### src/rtl/flash_status_pkg.sv
package flash_status_pkg;

    typedef enum logic [2:0] {
        ST_READ,
        ST_PROG,
        ST_PROG_ABORT,
        ST_ERASE,
        ST_ERASE_ABORT,
        ST_SUSP,
        ST_SPROG,
        ST_SPROG_ABORT
    } fsr_state_e;

endpackage

### src/rtl/fsr_sector_dec.sv
module fsr_sector_dec #(
    parameter int SECT_W = 3,
    localparam int NSECT = 1 << SECT_W
) (
    input  logic [SECT_W-1:0] sect_idx,
    output logic [NSECT-1:0]  sect_oh
);

    for (genvar gi = 0; gi < NSECT; gi++) begin : g_dec
        assign sect_oh[gi] = (sect_idx == SECT_W'(gi));
    end

endmodule

### src/rtl/fsr_abort_timer.sv
module fsr_abort_timer #(
    parameter int SHORT_CYC = 50,
    parameter int LONG_CYC  = 5000,
    localparam int MAX_CYC  = (LONG_CYC > SHORT_CYC) ? LONG_CYC : SHORT_CYC,
    localparam int CNT_W    = $clog2(MAX_CYC + 1)
) (
    input  logic clk,
    input  logic rst_n,
    input  logic load,
    input  logic use_long,
    output logic expired
);

    localparam logic [CNT_W-1:0] SHORT_LD = CNT_W'(SHORT_CYC - 1);
    localparam logic [CNT_W-1:0] LONG_LD  = CNT_W'(LONG_CYC - 1);

    logic [CNT_W-1:0] cnt_q;
    logic             run_q;

    always_ff @(posedge clk or negedge rst_n) begin
        if (!rst_n) begin
            cnt_q <= '0;
            run_q <= 1'b0;
        end else if (load) begin
            cnt_q <= use_long ? LONG_LD : SHORT_LD;
            run_q <= 1'b1;
        end else if (run_q) begin
            if (cnt_q == '0) begin
                run_q <= 1'b0;
            end else begin
                cnt_q <= cnt_q - 1'b1;
            end
        end
    end

    assign expired = run_q && (cnt_q == '0);

endmodule

### src/rtl/fsr_read_mux.sv
module fsr_read_mux #(
    parameter int         ADDR_W    = 16,
    parameter int         SECT_W    = 3,
    parameter logic [6:0] STAT_FILL = 7'h00,
    localparam int        NSECT     = 1 << SECT_W
) (
    input  logic [ADDR_W-1:0] rd_addr,
    input  logic [NSECT-1:0]  rd_oh,
    input  logic [7:0]        array_data,
    input  logic              poll_prog,
    input  logic              poll_erase,
    input  logic              poll_susp,
    input  logic [ADDR_W-1:0] prog_addr,
    input  logic              prog_b7,
    input  logic [NSECT-1:0]  erase_mask,
    output logic [7:0]        rd_data
);

    logic hit_prog;
    logic hit_erase;

    assign hit_prog  = poll_prog && (rd_addr == prog_addr);
    assign hit_erase = |(rd_oh & erase_mask);

    always_comb begin
        if (hit_prog) begin
            rd_data = {~prog_b7, STAT_FILL};
        end else if (hit_erase && poll_erase) begin
            rd_data = {1'b0, STAT_FILL};
        end else if (hit_erase && poll_susp) begin
            rd_data = {1'b1, STAT_FILL};
        end else begin
            rd_data = array_data;
        end
    end

endmodule

### src/rtl/flash_status_resp.sv
module flash_status_resp
    import flash_status_pkg::*;
#(
    parameter int         ADDR_W       = 16,
    parameter int         SECT_W       = 3,
    parameter int         CLK_MHZ      = 50,
    parameter int         PROG_TMO_US  = 1,
    parameter int         ERASE_TMO_US = 100,
    parameter logic [6:0] STAT_FILL    = 7'h00,
    localparam int        NSECT        = 1 << SECT_W
) (
    input  logic              clk,
    input  logic              rst_n,
    input  logic              cmd_prog,
    input  logic [ADDR_W-1:0] cmd_addr,
    input  logic [7:0]        cmd_data,
    input  logic              cmd_erase,
    input  logic [NSECT-1:0]  erase_sel,
    input  logic              cmd_suspend,
    input  logic              cmd_resume,
    input  logic              op_done,
    input  logic [NSECT-1:0]  sect_prot,
    input  logic [ADDR_W-1:0] rd_addr,
    input  logic [7:0]        array_data,
    output logic [7:0]        rd_data,
    output logic              busy_n
);

    localparam int PROG_CYC  = CLK_MHZ * PROG_TMO_US;
    localparam int ERASE_CYC = CLK_MHZ * ERASE_TMO_US;

    fsr_state_e        state_q, state_d;
    logic [ADDR_W-1:0] prog_addr_q;
    logic              prog_b7_q;
    logic [NSECT-1:0]  erase_mask_q;
    logic [NSECT-1:0]  cmd_oh, rd_oh;
    logic              prog_go, prog_prot, erase_go, erase_all_prot;
    logic              tmo_load, tmo_expired;
    logic              poll_prog, poll_erase, poll_susp;

    fsr_sector_dec #(.SECT_W(SECT_W)) u_cmd_dec (
        .sect_idx (cmd_addr[ADDR_W-1 -: SECT_W]),
        .sect_oh  (cmd_oh)
    );

    fsr_sector_dec #(.SECT_W(SECT_W)) u_rd_dec (
        .sect_idx (rd_addr[ADDR_W-1 -: SECT_W]),
        .sect_oh  (rd_oh)
    );

    assign prog_go        = cmd_prog && (state_q == ST_READ || state_q == ST_SUSP);
    assign prog_prot      = |(cmd_oh & sect_prot);
    assign erase_go       = cmd_erase && !cmd_prog && (state_q == ST_READ) && (|erase_sel);
    assign erase_all_prot = ((erase_sel & ~sect_prot) == '0);
    assign tmo_load       = (prog_go && prog_prot) || (erase_go && erase_all_prot);

    fsr_abort_timer #(.SHORT_CYC(PROG_CYC), .LONG_CYC(ERASE_CYC)) u_timer (
        .clk      (clk),
        .rst_n    (rst_n),
        .load     (tmo_load),
        .use_long (!prog_go),
        .expired  (tmo_expired)
    );

    // state register
    always_ff @(posedge clk or negedge rst_n) begin
        if (!rst_n) begin
            state_q <= ST_READ;
        end else begin
            state_q <= state_d;
        end
    end

    // captured operation context
    always_ff @(posedge clk or negedge rst_n) begin
        if (!rst_n) begin
            prog_addr_q  <= '0;
            prog_b7_q    <= 1'b0;
            erase_mask_q <= '0;
        end else begin
            if (prog_go) begin
                prog_addr_q <= cmd_addr;
                prog_b7_q   <= cmd_data[7];
            end
            if (erase_go) begin
                erase_mask_q <= erase_all_prot ? erase_sel : (erase_sel & ~sect_prot);
            end
        end
    end

    // next-state
    always_comb begin
        state_d = state_q;
        unique case (state_q)
            ST_READ: begin
                if (prog_go) begin
                    state_d = prog_prot ? ST_PROG_ABORT : ST_PROG;
                end else if (erase_go) begin
                    state_d = erase_all_prot ? ST_ERASE_ABORT : ST_ERASE;
                end
            end
            ST_PROG:        if (op_done) state_d = ST_READ;
            ST_PROG_ABORT:  if (tmo_expired) state_d = ST_READ;
            ST_ERASE: begin
                if (op_done) begin
                    state_d = ST_READ;
                end else if (cmd_suspend) begin
                    state_d = ST_SUSP;
                end
            end
            ST_ERASE_ABORT: if (tmo_expired) state_d = ST_READ;
            ST_SUSP: begin
                if (prog_go) begin
                    state_d = prog_prot ? ST_SPROG_ABORT : ST_SPROG;
                end else if (cmd_resume) begin
                    state_d = ST_ERASE;
                end
            end
            ST_SPROG:       if (op_done) state_d = ST_SUSP;
            ST_SPROG_ABORT: if (tmo_expired) state_d = ST_SUSP;
            default:        state_d = ST_READ;
        endcase
    end

    // outputs
    always_comb begin
        busy_n     = 1'b0;
        poll_prog  = 1'b0;
        poll_erase = 1'b0;
        poll_susp  = 1'b0;
        unique case (state_q)
            ST_READ:        busy_n = 1'b1;
            ST_PROG,
            ST_PROG_ABORT:  poll_prog = 1'b1;
            ST_ERASE,
            ST_ERASE_ABORT: poll_erase = 1'b1;
            ST_SUSP: begin
                busy_n    = 1'b1;
                poll_susp = 1'b1;
            end
            ST_SPROG,
            ST_SPROG_ABORT: begin
                poll_prog = 1'b1;
                poll_susp = 1'b1;
            end
            default:        busy_n = 1'b1;
        endcase
    end

    fsr_read_mux #(
        .ADDR_W    (ADDR_W),
        .SECT_W    (SECT_W),
        .STAT_FILL (STAT_FILL)
    ) u_rd_mux (
        .rd_addr    (rd_addr),
        .rd_oh      (rd_oh),
        .array_data (array_data),
        .poll_prog  (poll_prog),
        .poll_erase (poll_erase),
        .poll_susp  (poll_susp),
        .prog_addr  (prog_addr_q),
        .prog_b7    (prog_b7_q),
        .erase_mask (erase_mask_q),
        .rd_data    (rd_data)
    );

endmodule

### config.mk
export PLATFORM = sky130hd
export DESIGN_NAME = flash_status_resp
export DESIGN_NICKNAME = d
export VERILOG_FILES = /design/src/rtl/flash_status_pkg.sv /design/src/rtl/fsr_sector_dec.sv /design/src/rtl/fsr_abort_timer.sv /design/src/rtl/fsr_read_mux.sv /design/src/rtl/flash_status_resp.sv
export SDC_FILE = /design/constraint.sdc
export NUM_CORES = 1
export LEC_CHECK = 0
export BUFFER_PORTS_ARGS = -buffer_cell sky130_fd_sc_hd__buf_2
export CELL_PAD_IN_SITES_DETAIL_PLACEMENT = 1
export CELL_PAD_IN_SITES_GLOBAL_PLACEMENT = 2
export CORE_MARGIN = 2
export CORE_UTILIZATION = 35
export DETAILED_ROUTE_END_ITERATION = 8
export HOLD_SLACK_MARGIN = 0.03
export PLACE_DENSITY_LB_ADDON = 0.3
export SYNTH_ARGS = -nofsm -noshare
export SYNTH_HDL_FRONTEND = slang
export SYNTH_SLANG_ARGS = --single-unit
### constraint.sdc
create_clock -name clk -period 3.69 [get_ports clk]
set_clock_uncertainty 0.1 [all_clocks]
set_input_delay 0.5535 -clock clk [delete_from_list [all_inputs] [get_ports clk]]
set_output_delay 0.5535 -clock clk [all_outputs]
set_load 0.005 [all_outputs]
-- Word level (Yosys, flattened, before mapping)
Cells that the tools add are included.
- bitwise operators: 5
- eq/ne operators: 30
- reduce and logical (&&, ||, !) cells: 29
- multiplexer cells: 29
- add/sub/neg operators: 1
- operators with widths (kind ; count):
    two-way mux 13 bit ; 4
    == test 3 bit (second input constant) ; 12
    two-way mux 3 bit ; 11
    two-way mux 8 bit ; 4
    bitwise AND 8 bit ; 3
    OR reduction 8 bit ; 3
    case mux 3 bit (7 select lines) ; 1
    == test 3 x 2 -> 1 bit (second input constant) ; 6
    == test 16 bit ; 1
    zero test 13 bit ; 1
    subtractor 13 x 1 -> 13 bit (second input constant) ; 1
    logical AND 1 bit ; 10
    == test 3 x 1 -> 1 bit (second input constant) ; 3
    zero test 3 bit ; 3
    != test 3 bit (second input constant) ; 3
    zero test 8 bit ; 1
    two-way mux 1 bit ; 8
    != test 2 bit (second input constant) ; 4
    inverter 8 bit ; 1
    AND reduction 7 bit ; 1
    OR reduction 2 bit ; 3
    OR reduction 4 bit ; 1
    OR reduction 3 bit ; 1
    logical OR 1 bit ; 2
    other kinds (6) ; 6
- output and inout port bits: 9
- register bits after elaboration: 42
- bits of input ports: 71

-- Logic depth before layout (Yosys ltp)
Gate-level depths: netlist of the first run.
- depth after elaboration: 8
- gate-level depth with buffers: 7
- gate-level depth less buffers: 7

-- Cells and area by module
A second synthesis of the first run with hierarchy kept.
- cell total of the unflattened synthesis: 271
- area total of the unflattened synthesis: 2745.1 sq um
- modules (own cells, without submodules) (module ; area an instance (sq um) ; cells each ; instances ; sequential area each (sq um)):
    flash_status_resp ; 1487.7 ; 137 ; 1 ; 700.7
    fsr_abort_timer ; 804.5 ; 79 ; 1 ; 350.3
    fsr_read_mux ; 322.8 ; 39 ; 1 ; 0.0
    fsr_sector_dec ; 65.1 ; 8 ; 2 ; 0.0

-- Least setup slack after synthesis of the first run
No wires, ideal clock.
- path kind: input-to-output
- start: input rd_addr[13]
- end: output rd_data[0]
- setup slack: 1.306 ns
- stages on the path: 5
- data required time: 3.036 ns
- data arrival time: 1.730 ns
- path through: mux4_2 -> mux2i_1 -> a21oi_1 -> a41oi_1 -> and2_1
- longest elaborated chain between the ends: 7
- RTL lines (element ; line ; RTL):
    from (decl) ; flash_status_resp.sv:23 ; input logic [ADDR_W-1:0] rd_addr,
    == test 3 x 1 -> 1 bit, or another cell as far along ; fsr_sector_dec.sv:10 ; assign sect_oh[gi] = (sect_idx == SECT_W'(gi));
    bitwise AND 8 bit ; fsr_read_mux.sv:23 ; assign hit_erase = |(rd_oh & erase_mask);
    OR reduction 8 bit ; fsr_read_mux.sv:23 ;
    logical AND 1 bit ; fsr_read_mux.sv:30 ; end else if (hit_erase && poll_susp) begin
    two-way mux 8 bit ; fsr_read_mux.sv:30 ;
    two-way mux 8 bit ; fsr_read_mux.sv:28 ; end else if (hit_erase && poll_erase) begin
    two-way mux 8 bit (*) ; fsr_read_mux.sv:26 ; if (hit_prog) begin
    to (decl) ; flash_status_resp.sv:25 ; output logic [7:0] rd_data,
Mark *: on every way between the ends. The rest lies on a longest branch, timed or not.

-- Worst setup path after layout of the first run
- start: register state_q[0]
- end: output rd_data[4]
- longest elaborated chain between the ends: 7
- RTL lines (element ; line ; RTL):
    from (decl) ; flash_status_resp.sv:32 ; fsr_state_e state_q, state_d;
    from (signal assigned) ; flash_status_resp.sv:70 ; state_q <= state_d;
    == test 3 bit ; flash_status_resp.sv:131 ; unique case (state_q)
    OR reduction 3 bit (no source line) ; -- ;
    two-way mux 1 bit ; flash_status_resp.sv:131 ;
    logical AND 1 bit ; fsr_read_mux.sv:30 ;
    two-way mux 8 bit ; fsr_read_mux.sv:30 ;
    two-way mux 8 bit ; fsr_read_mux.sv:28 ;
    two-way mux 8 bit (*) ; fsr_read_mux.sv:26 ;
Marked as above.

==> metrics.txt, run 1 <==
leading post-synthesis cells by cell area=dfrtp_1 (39%), mux2_2 (9.6%), xnor2_1 (7.1%); H-tree depth reported by CTS=2; Iter 0 DRT Violations=51; type of element capturing the critical path=primary output; cell breakdown of the critical path=nand2b_1 > xnor2_1 > nor3_1 > a41oi_1 > and2_1 > buf_2; minimum hold slack=0.3077 ns; cell with the most instances after synthesis=dfrtp_1; Slew headroom=35.56%; netlist area before placement=0.002709 mm2; nets=396; biggest area consumer among synthesized cells=dfrtp_1; clock sink total=42; CTS hold repair buffers=0; worst setup path startpoint=state_q[0]; placeable core area=0.007607 mm2; total routing usage reported by global routing=17.12%; number of global-route vias before repair=2278; internal power=1.396 mW; TritonCTS clock tree=built; crit-path max cell delay=0.71 ns; transition time of the tightest slew-check pin=0.9665 ns; Cell Count Post-Placement=418; Post-route DRC=0; total wirelength of the detailed-routed design=6.718 mm; part of the total power dissipated in combinational logic=49.3%; first drt pass iteration count=4; Final Max Tran Viols=0; Finished Cell Area=0.003233 mm2; maximum VDD drop=0.2476 mV; sequential area share after synthesis=38.80%; number of instances resized during post-cts repair=0; Arrival @ worst endpoint=2.38 ns; power density relative to cell area=727.7 mW/mm2; clock insertion delay at the later pin of the skew report=0.29 ns; post-detailed-route via-to-cell ratio=5.139; top-level port count=80; die span in y=91.98 um; growth of design area from synthesis to finish=19.35%; worst min-delay path category=input port to asynchronous set/reset pin; Final ANT Viol Nets=0; synthesized area per cell=10.75 um2; Mapped Cells=252; highest attainable clock frequency=0.3292 GHz; dominant register cell in the synthesized netlist=dfrtp_1; cell type group with the largest total delay on the critical path=simple AND/OR/NAND/NOR gates; Crit path buffers/inverters=1; RSZ-0062 raised after global routing=no; residual overflow from global routing=0; net count after synthesis=325; depth of the most critical reg-to-reg path=5; switching power as a share of total power=40.65%; area of placed instances=0.003154 mm2; number of buffers added for setup after CTS=0; Die ar.=0.008459 mm2; overall via count from detail_route=2184; buffers added on ports=72; fraction of layout cells with a size suffix above 1=38.39%; clock transition at the registers of the reported paths=0.08 ns; setup tns final=0 ns; maximum number of pins on one net before global-route repair=43; initial cell density of the core=35.61%; Synth top cells by count=dfrtp_1 (42), mux2_2 (23), xnor2_1 (22), nor2_1 (14), nand2b_1 (11); share of synthesized registers carrying an async set or reset=100.0%; final period demand of the worst path=3.038 ns; number of synthesized register bits=42; die outline width=91.98 um; setup slack of the most critical reg-to-reg path=1.02 ns; fraction of power consumed by sequential logic=38.5%; count of filler cells inserted in the layout=894; average wire per standard cell=15.81 um; area used by multi-input combinational logic=0.001582 mm2; row count=32; CTS Buf Count=5; startpoint of the worst register-to-register path=state_q[0]; crit path kind=flop to primary output; startpoint class of the critical path=flop; number of enable flip-flop cells after synthesis=0; total of endpoints with negative setup slack in the final report=0; net switching power=956.4 uW; Antenna Diode Count=0; GP Congestion=0.7819; clock share of power=12.2%; yosys synthesis warning count=0; maximum net fanout on the critical path=16; status=complete, no violations; root buffer cell=clkbuf_8; initial antenna violation count=1; endpoint of the worst-slack reg-to-reg timing path=state_q[1]; Period Utilization, post-route=82.33%; Bufs on Longest Clock Path=2; number of cells in the finished layout apart from fillers=425; # Max-Cap Violations=0; wire length of the first global-routing pass=11.39 mm; fraction of post-synthesis cell area in the top cell type by area=38.80%; slowest library cell on the worst path=dfrtp_1; sequential cell area in the final layout=0.001051 mm2; CP required=3.04 ns; estimated wirelength of the detail-placed design=5.241 mm; Static Leak=1.406 nW; number of endpoints with negative hold slack in the final report=0; count of unique library cells instantiated by Yosys=52; share of the core filled with cells=42.50%
[flip-flops by register name (all words and copies together) (netlist names)]
register / flops
prog_addr_q: 16
u_timer.cnt_q: 13
erase_mask_q: 8
state_q: 3
prog_b7_q: 1
u_timer.run_q: 1
[worst max-delay path by stage]
| stage | cells past startpoint | end |
|---|---|---|
| after floorplan | 5 | rd_data[0] |
| after global placement | 7 | rd_data[5] |
| after detailed placement | 7 | rd_data[5] |
| after CTS | 6 | rd_data[5] |
| after global routing | 6 | rd_data[6] |
| final | 6 | rd_data[4] |
[kinds of logic (layout without fill, tap and decap cells)]
logic type / after synthesis / in the layout / share of synthesized area (%)
simple gates: 77 / 77 / 19.08
compound gates: 51 / 51 / 13.58
flops: 42 / 42 / 38.80
mux: 35 / 35 / 15.43
xor+xnor: 29 / 29 / 9.376
buf+inv: 16 / 87 / 2.817
fa+ha+maj: 2 / 2 / 0.9236
[cells in the final DEF (no fill, tap or decap), types with 3 or more instances in the layout]
| cell | count |
|---|---|
| buf_2 | 72 |
| dfrtp_1 | 42 |
| mux2_2 | 23 |
| xnor2_1 | 22 |
| nor2_1 | 14 |
| nand2b_1 | 11 |
| nand2_1 | 9 |
| mux2i_1 | 8 |
| and2_1 | 8 |
| o21ai_0 | 8 |
| inv_1 | 7 |
| nor3_1 | 7 |
| xor2_1 | 7 |
| a21oi_1 | 7 |
| a21o_1 | 5 |
| a21boi_0 | 5 |
| clkbuf_8 | 5 |
| nand4_1 | 4 |
| nor4_4 | 4 |
| mux4_2 | 3 |
| o21ai_1 | 3 |
| nand3_1 | 3 |
| o211ai_1 | 3 |
[power groups by stage]
stage / clock [mW] / sequential [mW] / combinational [mW]
global route: 0.320 / 0.942 / 1.30
finish: 0.287 / 0.905 / 1.16
detailed placement: 0 / 0.916 / 1.18
global placement: 0 / 0.904 / 1.15
floorplan: 0 / 0.825 / 0.959
CTS: 0.301 / 0.907 / 1.18
[metrics by stage]
step	setup slack (ns)	power (mW)
after floorplan	1.306	1.784
after global placement	0.7649	2.054
after detailed placement	0.7134	2.091
after CTS	0.5972	2.390
after global routing	0.3905	2.562
final	0.6522	2.353
[layer usage]
| metal | GRT usage [%] | routed length [um] |
|---|---|---|
| met4 | 5.597 | 95 |
| met3 | 3.122 | 289 |
| met5 | 0 | 0 |
| met2 | 28.37 | 3149 |
| met1 | 22.66 | 3183 |
[area by class of cell]
cell class,count,share of cell area (%)
Clock inverter,2,0.3096
Tap cell,102,3.947
Multi-Input combinational cell,194,48.92
Sequential cell,42,32.51
Inverter,7,0.8127
Timing Repair Buffer,73,11.38
Clock buffer,5,2.128
(Power assumes the default switching activity.)
==> run 2, diff against run 1 <==
--- a/config.mk
+++ b/config.mk
@@ -9,7 +9,7 @@
 export CELL_PAD_IN_SITES_DETAIL_PLACEMENT = 1
 export CELL_PAD_IN_SITES_GLOBAL_PLACEMENT = 2
 export CORE_MARGIN = 2
-export CORE_UTILIZATION = 35
+export CORE_UTILIZATION = 29
 export DETAILED_ROUTE_END_ITERATION = 8
 export HOLD_SLACK_MARGIN = 0.03
 export PLACE_DENSITY_LB_ADDON = 0.3
==> constraint.sdc (replaced) <==
create_clock -name clk -period 2.52 [get_ports clk]
set_clock_uncertainty 0.1 [all_clocks]
set_input_delay 0.378 -clock clk [delete_from_list [all_inputs] [get_ports clk]]
set_output_delay 0.378 -clock clk [all_outputs]
set_load 0.005 [all_outputs]
==> run 2 against run 1 <==
  * The run now ends with setup timing left
  * Non-clock buffer count rose by 13
  * Via count grew 4.1%
  * Design area rose by 8.2%
  * Register-to-register slack got worse by 0.79 ns
  * Cell count grew 5.4%
  * Largest cell class unchanged
  * Highest routed layer unchanged
==> metrics.txt, run 2 (same netlist as run 1, synthesis figures left out) <==
CTS Buf Count=5; Post-route DRC=0; total of endpoints with negative setup slack in the final report=7; buffers added on ports=72; Antenna Diode Count=0; first drt pass iteration count=3; maximum number of pins on one net before global-route repair=25; register containing the most flip-flops in the final layout=prog_addr_q; total routing usage reported by global routing=15.47%; largest registers=prog_addr_q (16), u_timer.cnt_q (13), erase_mask_q (8); nets=409; slowest library cell on the worst path=mux4_2; placeable core area=0.009153 mm2; top-level port count=80; die span in y=100.7 um; fraction of layout cells with a size suffix above 1=44.81%; estimated wirelength of the detail-placed design=5.719 mm; total wirelength of the detailed-routed design=7.489 mm; count of filler cells inserted in the layout=1050; startpoint class of the critical path=flop; Final ANT Viol Nets=0; wire length of the first global-routing pass=12.21 mm; die outline width=100.7 um; row count=35; highest attainable clock frequency=0.3928 GHz; clock transition at the registers of the reported paths=0.09 ns; Static Leak=1.525 nW; number of global-route vias before repair=2461; minimum hold slack=0.1923 ns; cell breakdown of the critical path=mux4_2 > mux2i_4 > a21oi_2 > a41oi_2 > buf_6 > and2_4 > buf_6; maximum VDD drop=0.3867 mV; Slew headroom=65.87%; violations in the final reports=setup timing; initial antenna violation count=0; Bufs on Longest Clock Path=2; cell type group with the largest total delay on the critical path=multiplexers; overall via count from detail_route=2273; GP Congestion=0.7903; Place WS=0.008604 ns; H-tree depth reported by CTS=2; final setup slack of the worst path=-0.02605 ns; clock insertion delay at the later pin of the skew report=0.30 ns; crit-path max cell delay=0.51 ns; RSZ-0062 raised after global routing=yes; TritonCTS clock tree=built; post-detailed-route via-to-cell ratio=5.074; worst min-delay path category=input port to flop; CP required=2.04 ns; root buffer cell=clkbuf_8; Die ar.=0.01013 mm2; average wire per standard cell=16.72 um; crit path kind=flop to primary output; status=complete, but fails checks; transition time of the tightest slew-check pin=0.5119 ns; growth of design area from synthesis to finish=29.15%; Cell Count Post-Placement=439; Final Max Tran Viols=0; cell seen most often among critical-path stages=buf_6; number of endpoints with negative hold slack in the final report=0; residual overflow from global routing=0; setup tns final=-0.1027 ns; power density relative to cell area=1094 mW/mm2; Arrival @ worst endpoint=2.07 ns; final period demand of the worst path=2.546 ns; Design Power=3.827 mW; initial cell density of the core=29.60%; Crit path buffers/inverters=2; number of cells in the finished layout apart from fillers=448; most common cell after layout, fill and taps aside=buf_2; # Max-Cap Violations=0; type of element capturing the critical path=primary output; commonest cells after routing, fill and taps aside=buf_2 (66), dfrtp_1 (42), mux2_2 (23); clock sink total=42; Period Utilization, post-route=101.0%; Iter 0 DRT Violations=40; number of flip-flops in the largest register=16; maximum net fanout on the critical path=7
==> run 2: cell types whose count changed in the layout (fill, tap and decap cells not counted), sizes merged <==
cell	delta
dlygate4sd3	+1
bufinv	+1
buf	+12
==> run 2: what timing repair did <==
item                                    4_1_cts  5_1_grt
endpoints found under the setup margin        8        8
hold buffers                                  1        0
pin swaps                                     5        1
setup buffers                                 0        0
resized for setup                            13        9
hold endpoints to repair                     18        0
==> run 2: path summary, 6_finish.rpt <==
kind / from / endpoint / slack (ns) / cells past startpoint
max reg2reg: u_timer.cnt_q[3] / state_q[1] / 0.23 / 5
min reg2reg: erase_mask_q[2] / erase_mask_q[2] / 0.39 / 1
max: erase_mask_q[3] / rd_data[0] / -0.03 / 7
min in group asynchronous: rst_n / erase_mask_q[3] / 0.47 / 2
max in group asynchronous: rst_n / u_timer.cnt_q[7] / 1.33 / 3
min: cmd_addr[12] / prog_addr_q[12] / 0.19 / 2
==> run 2: final cells by class <==
type | instances | area [um2] | share of cell area, %
Clock buffer | 5 | 68.82 | 1.967
Clock inverter | 3 | 40.04 | 1.144
Inverter | 7 | 26.28 | 0.7511
Multi-Input combinational cell | 194 | 1652 | 47.21
Sequential cell | 42 | 1051 | 30.04
Tap cell | 111 | 138.9 | 3.970
Timing Repair Buffer | 86 | 521.8 | 14.91
==> run 2: through the flow <==
stage               instance area, um2  utilization, %
finish                            3498           38.22
global placement                  3268           35.71
CTS                               3457           37.77
floorplan                         2709               -
detailed placement                3268           35.71
global route                      3498           38.22
==> run 2: worst register-to-register path: stages (launching register included) <==
cell and delay [ns]:
dfrtp_1 0.43, or3_4 0.39, or3_4 0.45, o21a_1 0.26, nor3_2 0.22, mux2_1 0.34
==> run 2: routing by layer <==
metal / track usage [%] / wire length, um / part of all wire, % / vias up
met5: 0 / 0 / 0 / -
met3: 2.913 / 266 / 3.6 / 10
met2: 26.10 / 3727 / 50 / 46
met4: 5.690 / 118 / 1.6 / 0
met1: 19.67 / 3376 / 45 / 1131
li1: - / - / - / 1086
==> run 2: power breakdown <==
part / switching (mW) / internal, mW
clock network: 0.262 / 0.292
registers: 0.266 / 0.997
logic: 0.992 / 1.02
